File: src/rtl/fseq_pkg.sv
package fseq_pkg;

  typedef enum logic [2:0] {
    ST_FETCH,
    ST_WAIT,
    ST_DEC,
    ST_IWAIT,
    ST_OUT
  } fseq_state_e;

  localparam logic [2:0] OP_CALL = 3'd4;
  localparam logic [2:0] OP_JUMP = 3'd5;
  localparam logic [2:0] OP_IO   = 3'd6;
  localparam logic [2:0] OP_OPR  = 3'd7;

  typedef struct packed {
    logic is_mem;
    logic is_io;
    logic is_opr;
  } iclass_t;

endpackage

File: src/rtl/fseq_decode.sv
module fseq_decode
  import fseq_pkg::*;
#(
  parameter int WORD_W  = 32,
  parameter int INSTR_W = 16,
  parameter int OFFS_W  = 11,
  localparam int PAGE_W = WORD_W - OFFS_W
) (
  input  logic [WORD_W-1:0]  word,
  input  logic               half_sel,
  input  logic [PAGE_W-1:0]  pc_page,
  output logic [INSTR_W-1:0] instr,
  output logic [2:0]         op,
  output logic               ind,
  output iclass_t            cls,
  output logic [WORD_W-1:0]  ea_direct
);

  localparam int SLOTS = WORD_W / INSTR_W;

  logic [INSTR_W-1:0] slot [SLOTS];

  // slot 0 is the upper halfword, executed first
  for (genvar g = 0; g < SLOTS; g++) begin : g_slot
    assign slot[g] = word[WORD_W-1-g*INSTR_W -: INSTR_W];
  end

  always_comb begin
    instr = slot[half_sel];
    ind   = instr[INSTR_W-1];
    op    = instr[INSTR_W-2 -: 3];
    cls.is_io  = (op == OP_IO);
    cls.is_opr = (op == OP_OPR);
    cls.is_mem = !(cls.is_io || cls.is_opr);
    ea_direct  = {pc_page, instr[OFFS_W-1:0]};
  end

endmodule

File: src/rtl/fseq_pc.sv
module fseq_pc #(
  parameter int          WORD_W   = 32,
  parameter logic [31:0] RESET_PC = 32'h0
) (
  input  logic              clk,
  input  logic              rst_n,
  input  logic              adv,
  input  logic              redirect,
  input  logic [WORD_W-1:0] target,
  output logic [WORD_W-1:0] pc,
  output logic              hsel
);

  always_ff @(posedge clk) begin
    if (!rst_n) begin
      pc   <= RESET_PC[WORD_W-1:0];
      hsel <= 1'b0;
    end else if (adv) begin
      if (redirect) begin
        pc   <= target;
        hsel <= 1'b0;
      end else if (!hsel) begin
        hsel <= 1'b1;
      end else begin
        hsel <= 1'b0;
        pc   <= pc + 1'b1;
      end
    end
  end

endmodule

File: src/rtl/fseq_ctrl.sv
module fseq_ctrl
  import fseq_pkg::*;
#(
  parameter int WORD_W  = 32,
  parameter int INSTR_W = 16
) (
  input  logic               clk,
  input  logic               rst_n,
  input  logic [WORD_W-1:0]  pc,
  input  logic               hsel,
  input  logic [INSTR_W-1:0] dec_instr,
  input  logic [2:0]         dec_op,
  input  logic               dec_ind,
  input  iclass_t            dec_cls,
  input  logic [WORD_W-1:0]  dec_ea,
  input  logic [WORD_W-1:0]  mem_rdata,
  input  logic               ex_ready,
  output logic [WORD_W-1:0]  word_q,
  output logic               mem_rd_en,
  output logic               mem_wr_en,
  output logic [WORD_W-1:0]  mem_addr,
  output logic [WORD_W-1:0]  mem_wdata,
  output logic               ex_valid,
  output logic [INSTR_W-1:0] ex_instr,
  output logic [2:0]         ex_op,
  output logic               ex_ind,
  output iclass_t            ex_cls,
  output logic [WORD_W-1:0]  ex_addr,
  output logic               adv,
  output logic               redirect,
  output logic [WORD_W-1:0]  target
);

  fseq_state_e state, state_nx;
  logic        is_call, is_jump, need_ind;

  assign ex_valid = (state == ST_OUT);
  assign adv      = ex_valid && ex_ready;
  assign is_call  = ex_cls.is_mem && (ex_op == OP_CALL);
  assign is_jump  = ex_cls.is_mem && (ex_op == OP_JUMP);
  assign redirect = is_call || is_jump;
  assign target   = is_call ? ex_addr + 1'b1 : ex_addr;
  assign need_ind = dec_cls.is_mem && dec_ind;

  always_comb begin
    mem_rd_en = 1'b0;
    mem_wr_en = 1'b0;
    mem_addr  = pc;
    mem_wdata = pc + 1'b1;
    unique case (state)
      ST_FETCH: mem_rd_en = 1'b1;
      ST_DEC: begin
        mem_rd_en = need_ind;
        mem_addr  = dec_ea;
      end
      ST_OUT: begin
        mem_wr_en = adv && is_call;
        mem_addr  = ex_addr;
      end
      default: ;
    endcase
  end

  always_comb begin
    state_nx = state;
    unique case (state)
      ST_FETCH: state_nx = ST_WAIT;
      ST_WAIT:  state_nx = ST_DEC;
      ST_DEC:   state_nx = need_ind ? ST_IWAIT : ST_OUT;
      ST_IWAIT: state_nx = ST_OUT;
      ST_OUT: begin
        if (adv) state_nx = (redirect || hsel) ? ST_FETCH : ST_DEC;
      end
      default:  state_nx = ST_FETCH;
    endcase
  end

  always_ff @(posedge clk) begin
    if (!rst_n) begin
      state    <= ST_FETCH;
      word_q   <= '0;
      ex_instr <= '0;
      ex_op    <= '0;
      ex_ind   <= 1'b0;
      ex_cls   <= '0;
      ex_addr  <= '0;
    end else begin
      state <= state_nx;
      if (state == ST_WAIT) word_q <= mem_rdata;
      if (state == ST_DEC) begin
        ex_instr <= dec_instr;
        ex_op    <= dec_op;
        ex_ind   <= dec_ind;
        ex_cls   <= dec_cls;
        ex_addr  <= dec_cls.is_mem ? dec_ea : '0;
      end
      if (state == ST_IWAIT) ex_addr <= mem_rdata;
    end
  end

endmodule

File: src/rtl/fetch_seq.sv
module fetch_seq
  import fseq_pkg::*;
#(
  parameter int          WORD_W   = 32,
  parameter int          INSTR_W  = 16,
  parameter int          OFFS_W   = 11,
  parameter logic [31:0] RESET_PC = 32'h0
) (
  input  logic               clk,
  input  logic               rst_n,
  output logic               mem_rd_en,
  output logic               mem_wr_en,
  output logic [WORD_W-1:0]  mem_addr,
  output logic [WORD_W-1:0]  mem_wdata,
  input  logic [WORD_W-1:0]  mem_rdata,
  output logic               ex_valid,
  input  logic               ex_ready,
  output logic [INSTR_W-1:0] ex_instr,
  output logic [2:0]         ex_op,
  output logic               ex_ind,
  output logic [WORD_W-1:0]  ex_addr,
  output logic               ex_is_mem,
  output logic               ex_is_io,
  output logic               ex_is_opr,
  output logic [WORD_W-1:0]  ex_pc,
  output logic               ex_half
);

  localparam int PAGE_W = WORD_W - OFFS_W;

  logic [WORD_W-1:0]  pc, word_q, dec_ea, target;
  logic               hsel, adv, redirect, dec_ind;
  logic [INSTR_W-1:0] dec_instr;
  logic [2:0]         dec_op;
  iclass_t            dec_cls, ex_cls;

  fseq_pc #(.WORD_W(WORD_W), .RESET_PC(RESET_PC)) pc_i (
    .clk(clk), .rst_n(rst_n), .adv(adv), .redirect(redirect),
    .target(target), .pc(pc), .hsel(hsel)
  );

  fseq_decode #(.WORD_W(WORD_W), .INSTR_W(INSTR_W), .OFFS_W(OFFS_W)) dec_i (
    .word(word_q), .half_sel(hsel), .pc_page(pc[WORD_W-1 -: PAGE_W]),
    .instr(dec_instr), .op(dec_op), .ind(dec_ind), .cls(dec_cls),
    .ea_direct(dec_ea)
  );

  fseq_ctrl #(.WORD_W(WORD_W), .INSTR_W(INSTR_W)) ctrl_i (
    .clk(clk), .rst_n(rst_n), .pc(pc), .hsel(hsel),
    .dec_instr(dec_instr), .dec_op(dec_op), .dec_ind(dec_ind),
    .dec_cls(dec_cls), .dec_ea(dec_ea), .mem_rdata(mem_rdata),
    .ex_ready(ex_ready), .word_q(word_q), .mem_rd_en(mem_rd_en),
    .mem_wr_en(mem_wr_en), .mem_addr(mem_addr), .mem_wdata(mem_wdata),
    .ex_valid(ex_valid), .ex_instr(ex_instr), .ex_op(ex_op),
    .ex_ind(ex_ind), .ex_cls(ex_cls), .ex_addr(ex_addr), .adv(adv),
    .redirect(redirect), .target(target)
  );

  assign ex_is_mem = ex_cls.is_mem;
  assign ex_is_io  = ex_cls.is_io;
  assign ex_is_opr = ex_cls.is_opr;
  assign ex_pc     = pc;
  assign ex_half   = hsel;

endmodule

File: config.mk
export PLATFORM = sky130hd
export DESIGN_NAME = fetch_seq
export DESIGN_NICKNAME = d
export VERILOG_FILES = /design/src/rtl/fseq_pkg.sv /design/src/rtl/fseq_decode.sv /design/src/rtl/fseq_pc.sv /design/src/rtl/fseq_ctrl.sv /design/src/rtl/fetch_seq.sv
export SDC_FILE = /design/constraint.sdc
export NUM_CORES = 1
export LEC_CHECK = 0
export BUFFER_PORTS_ARGS = -buffer_cell sky130_fd_sc_hd__buf_2
export CAP_MARGIN = 10
export CELL_PAD_IN_SITES_DETAIL_PLACEMENT = 0
export CELL_PAD_IN_SITES_GLOBAL_PLACEMENT = 1
export CORE_MARGIN = 2
export CORE_UTILIZATION = 39
export DETAILED_ROUTE_END_ITERATION = 6
export GPL_ROUTABILITY_DRIVEN = 0
export GPL_TIMING_DRIVEN = 0
export PLACE_DENSITY_LB_ADDON = 0.12
export SYNTH_ARGS = -nofsm -noshare
export SYNTH_HDL_FRONTEND = slang
export SYNTH_SLANG_ARGS = --single-unit
export TNS_END_PERCENT = 1
File: constraint.sdc
create_clock -name clk -period 2.6 [get_ports clk]
set_input_delay 0 -clock clk [delete_from_list [all_inputs] [get_ports clk]]
set_output_delay 0 -clock clk [all_outputs]
set_load 0.03 [all_outputs]
==> run_results.csv <==
group,metric,value,unit
yosys,synth_async_sr_flop_share,0,%
drt,remaining_drc_errors,0,
global_routing,grt_max_degree,17,
timing,slew-limit-headroom,43.7,%
yosys,synth_seq_cells,119,
drt,drt-total-wl,29.8,mm
finish,final_cell_mix,"buf_2 (191), nand2_1 (123), dfxtp_1 (108), nor2_1 (102), a21oi_1 (70)",
power,vdd_drop_max,0.000517,V
timing,fin_crit,2.53,ns
finish,syn2layout_area_growth,31.5,%
hold_path,hp-start,"mem_rdata[5]",
global_routing,grt_pass1_wl,44.6,mm
drt,wl_met1,13.3,mm
timing,worst_slack,0.0670,ns
setup_path,r2r_start,"ctrl_i.ex_addr[5]",
cts,cts-root-buf,"clkbuf_16",
drt,met3_length,2.29,mm
cts,cts_max_level,4,
timing,fmax,395,MHz
finish,nets,1234,
setup_path,slowest_delay,0.49,ns
yosys,syn_nets,990,
floorplan,rows,49,
finish,final_layout_size_suffix_gt1_share,26.8,%
setup_path,crit_type,"reg2out",
power,power_density,632,mW/mm^2
drt,viasPerCell,5.66,
timing,fin_skew,0.0139,ns
drt,drtAntennaViolNets,0,
timing,drv_slew,0,
place,io_buffers,189,
global_routing,grtUsageTotal,29.6,%
cts,clk_latency,0.43,ns
timing,worstMarginPinSlew,0.844,ns
cts,cts_tree,"yes",
floorplan,start_util,40.1,%
cts,clock-sinks,119,
power,leakage,3.95,nW
hold_path,min_path_type,"in2reg",
timing,setup_viol,0,
hold_path,min_delay_path_depth,4,
drt,highest_layer,"met4",
setup_path,critPathLaunchType,"flip-flop",
job,cap_violations,0,
yosys,ys_warn_count,0,
place,place_inst,1371,
finish,instances_no_fill,1439,
setup_path,arrival,2.53,ns
setup_path,critPathCaptureType,"output port",
finish,post-route-util,52.7,%
setup_path,crit_chain,"and3b_1 -> clkbuf_1 -> clkbuf_2 -> nand2_1 -> nor2_1 -> buf_2",
yosys,syn_area,0.00727,mm^2
setup_path,r2r_setup_slack,0.13,ns
run_status,status,"completed",
finish,final_common_cell,"buf_2",
drt,num_vias,8151,
floorplan,dieArea,0.0197,mm^2
global_routing,overflow,0,
hold_path,min_to,"ctrl_i.word_q[5]",
drt,drt-pass1-iter-count,5,
yosys,yosysSeqAreaShare,32.8,%
drt,wl_met2,13.5,mm
setup_path,crit_family,"buffers and inverters",
place,place_hpwl,22.8,mm
timing,finalCritPeriodShare,97.4,%
timing,tns,0,ns
timing,rsz0062_at_grt,"true",
floorplan,die_y,141,um
timing,timing.final.hold_violations,0,
yosys,syn-mean-instance-area,7.63,um^2
yosys,synthDistinctLibCells,60,
cts,cts_inserted_buffers,17,
finish,diodes,0,
drt,drtIter0Drc,715,
floorplan,io_pins,190,
setup_path,critPathSlowestCell,"dfxtp_1",
cts,cts_buffer_depth,2,
setup_path,reg2reg_depth,8,
timing,hold_slack,0.366,ns
setup_path,crit_cells,6,
floorplan,die_w,141,um
global_routing,grt_pass1_vias,7184,
floorplan,core,0.0181,mm^2
yosys,synth-edff-count,0,
yosys,ys.flop_type,"dfxtp_1",
global_routing,grt_antenna_before_repair,0,
drt,wl_per_cell,20.7,um
setup_path,reg2reg_to,"pc_i.pc[24]",
setup_path,worst-path-buf-inv,3,
cts,path_clk_slew,0.06,ns
setup_path,worstPathRequired,2.60,ns
place,dp_worst_setup_slack,-0.0970,ns
setup_path,path_max_fanout,10,
yosys,synth_cells,953,
finish,fill_cells,1822,
setup_path,cp-startpoint,"ctrl_i.ex_instr[14]",
## report_power, final
group          switching (mW)  internal, mW
sequential              0.193          1.97
combinational            1.00         0.484
clock                   0.924          1.46
## sequential cells by signal (all words and copies together), names as in the netlist
signal / flops
ctrl_i.ex_instr: 13
ctrl_i.ex_cls: 3
ctrl_i.ex_op: 2
pc_i.pc: 32
ctrl_i.ex_addr: 32
ctrl_i.word_q: 32
ctrl_i.ex_ind: 1
pc_i.hsel: 1
ctrl_i.state: 3
## through the flow
stage                     instance area [um^2]  power (mW)
after detailed placement                  8500        3.62
after CTS                                 9470        6.01
after global placement                    8500        3.61
final                                     9560        6.04
after global routing                      9560        6.26
after floorplan                           7270        3.12
## timing repair
action,4_1_cts,5_1_grt
pin swaps,3,4
hold buffers,34,0
endpoints found under the hold margin,66,0
gates resized for setup,12,32
endpoints found under the setup margin,34,80
setup buffers,3,5
## final cells by class
cell class / instances / area (um^2) / share of cell area (%)
Buffer: 105 / 534 / 5.59
Clock buffer: 22 / 464 / 4.86
Clock inverter: 10 / 123 / 1.28
Inverter: 22 / 82.6 / 0.864
Multi-Input combinational cell: 701 / 4320 / 45.2
Sequential cell: 119 / 2400 / 25.1
Tap cell: 229 / 287 / 3.00
Timing Repair Buffer: 231 / 1350 / 14.1
## cells in the mapped netlist, drive strengths merged (14+ instances only)
cell	instances	area, um^2
clkbuf	72	273
buf	39	262
nor3	18	90.1
a31oi	16	100
a21oi	70	350
a22oi	46	345
a211oi	43	323
xnor2	31	272
nand2	123	462
o21ai	27	135
dfxtp	119	2380
nand4	15	100
mux2	21	236
nor2	108	408
inv	21	78.8
xor2	29	254
mux2i	18	180
nor4	14	134
nand3	24	120
## worst max path at each step
stage,to,slack (ns)
5_1_grt,pc_i.pc[16],-0.04
3_3_place_gp,pc_i.pc[30],-0.15
3_5_place_dp,pc_i.pc[30],-0.1
6_report,mem_wr_en,0.07
2_1_floorplan,mem_wdata[29],0.19
4_1_cts,mem_wdata[31],-0.0002
## layer usage
layer / vias to the layer above / global-route usage (%)
met5: - / 0
met4: 0 / 9.84
met3: 46 / 4.65
met2: 383 / 45.8
met1: 3822 / 42.3
li1: 3900 / -
## tightest hold or removal path, cell delays in order
cell and delay [ns]:
dlygate4sd3_1 0.52, buf_2 0.13, nand2_1 0.05, a21oi_1 0.05
## kinds of logic after synthesis
| group | synth area share [%] |
|---|---|
| buf+inv | 8.49 |
| simple gates | 23.3 |
| xor+xnor | 7.23 |
| compound gates | 22.2 |
| flops | 32.8 |
| mux | 5.73 |
| fa+ha+maj | 0.344 |
(Power assumes the default switching activity.)
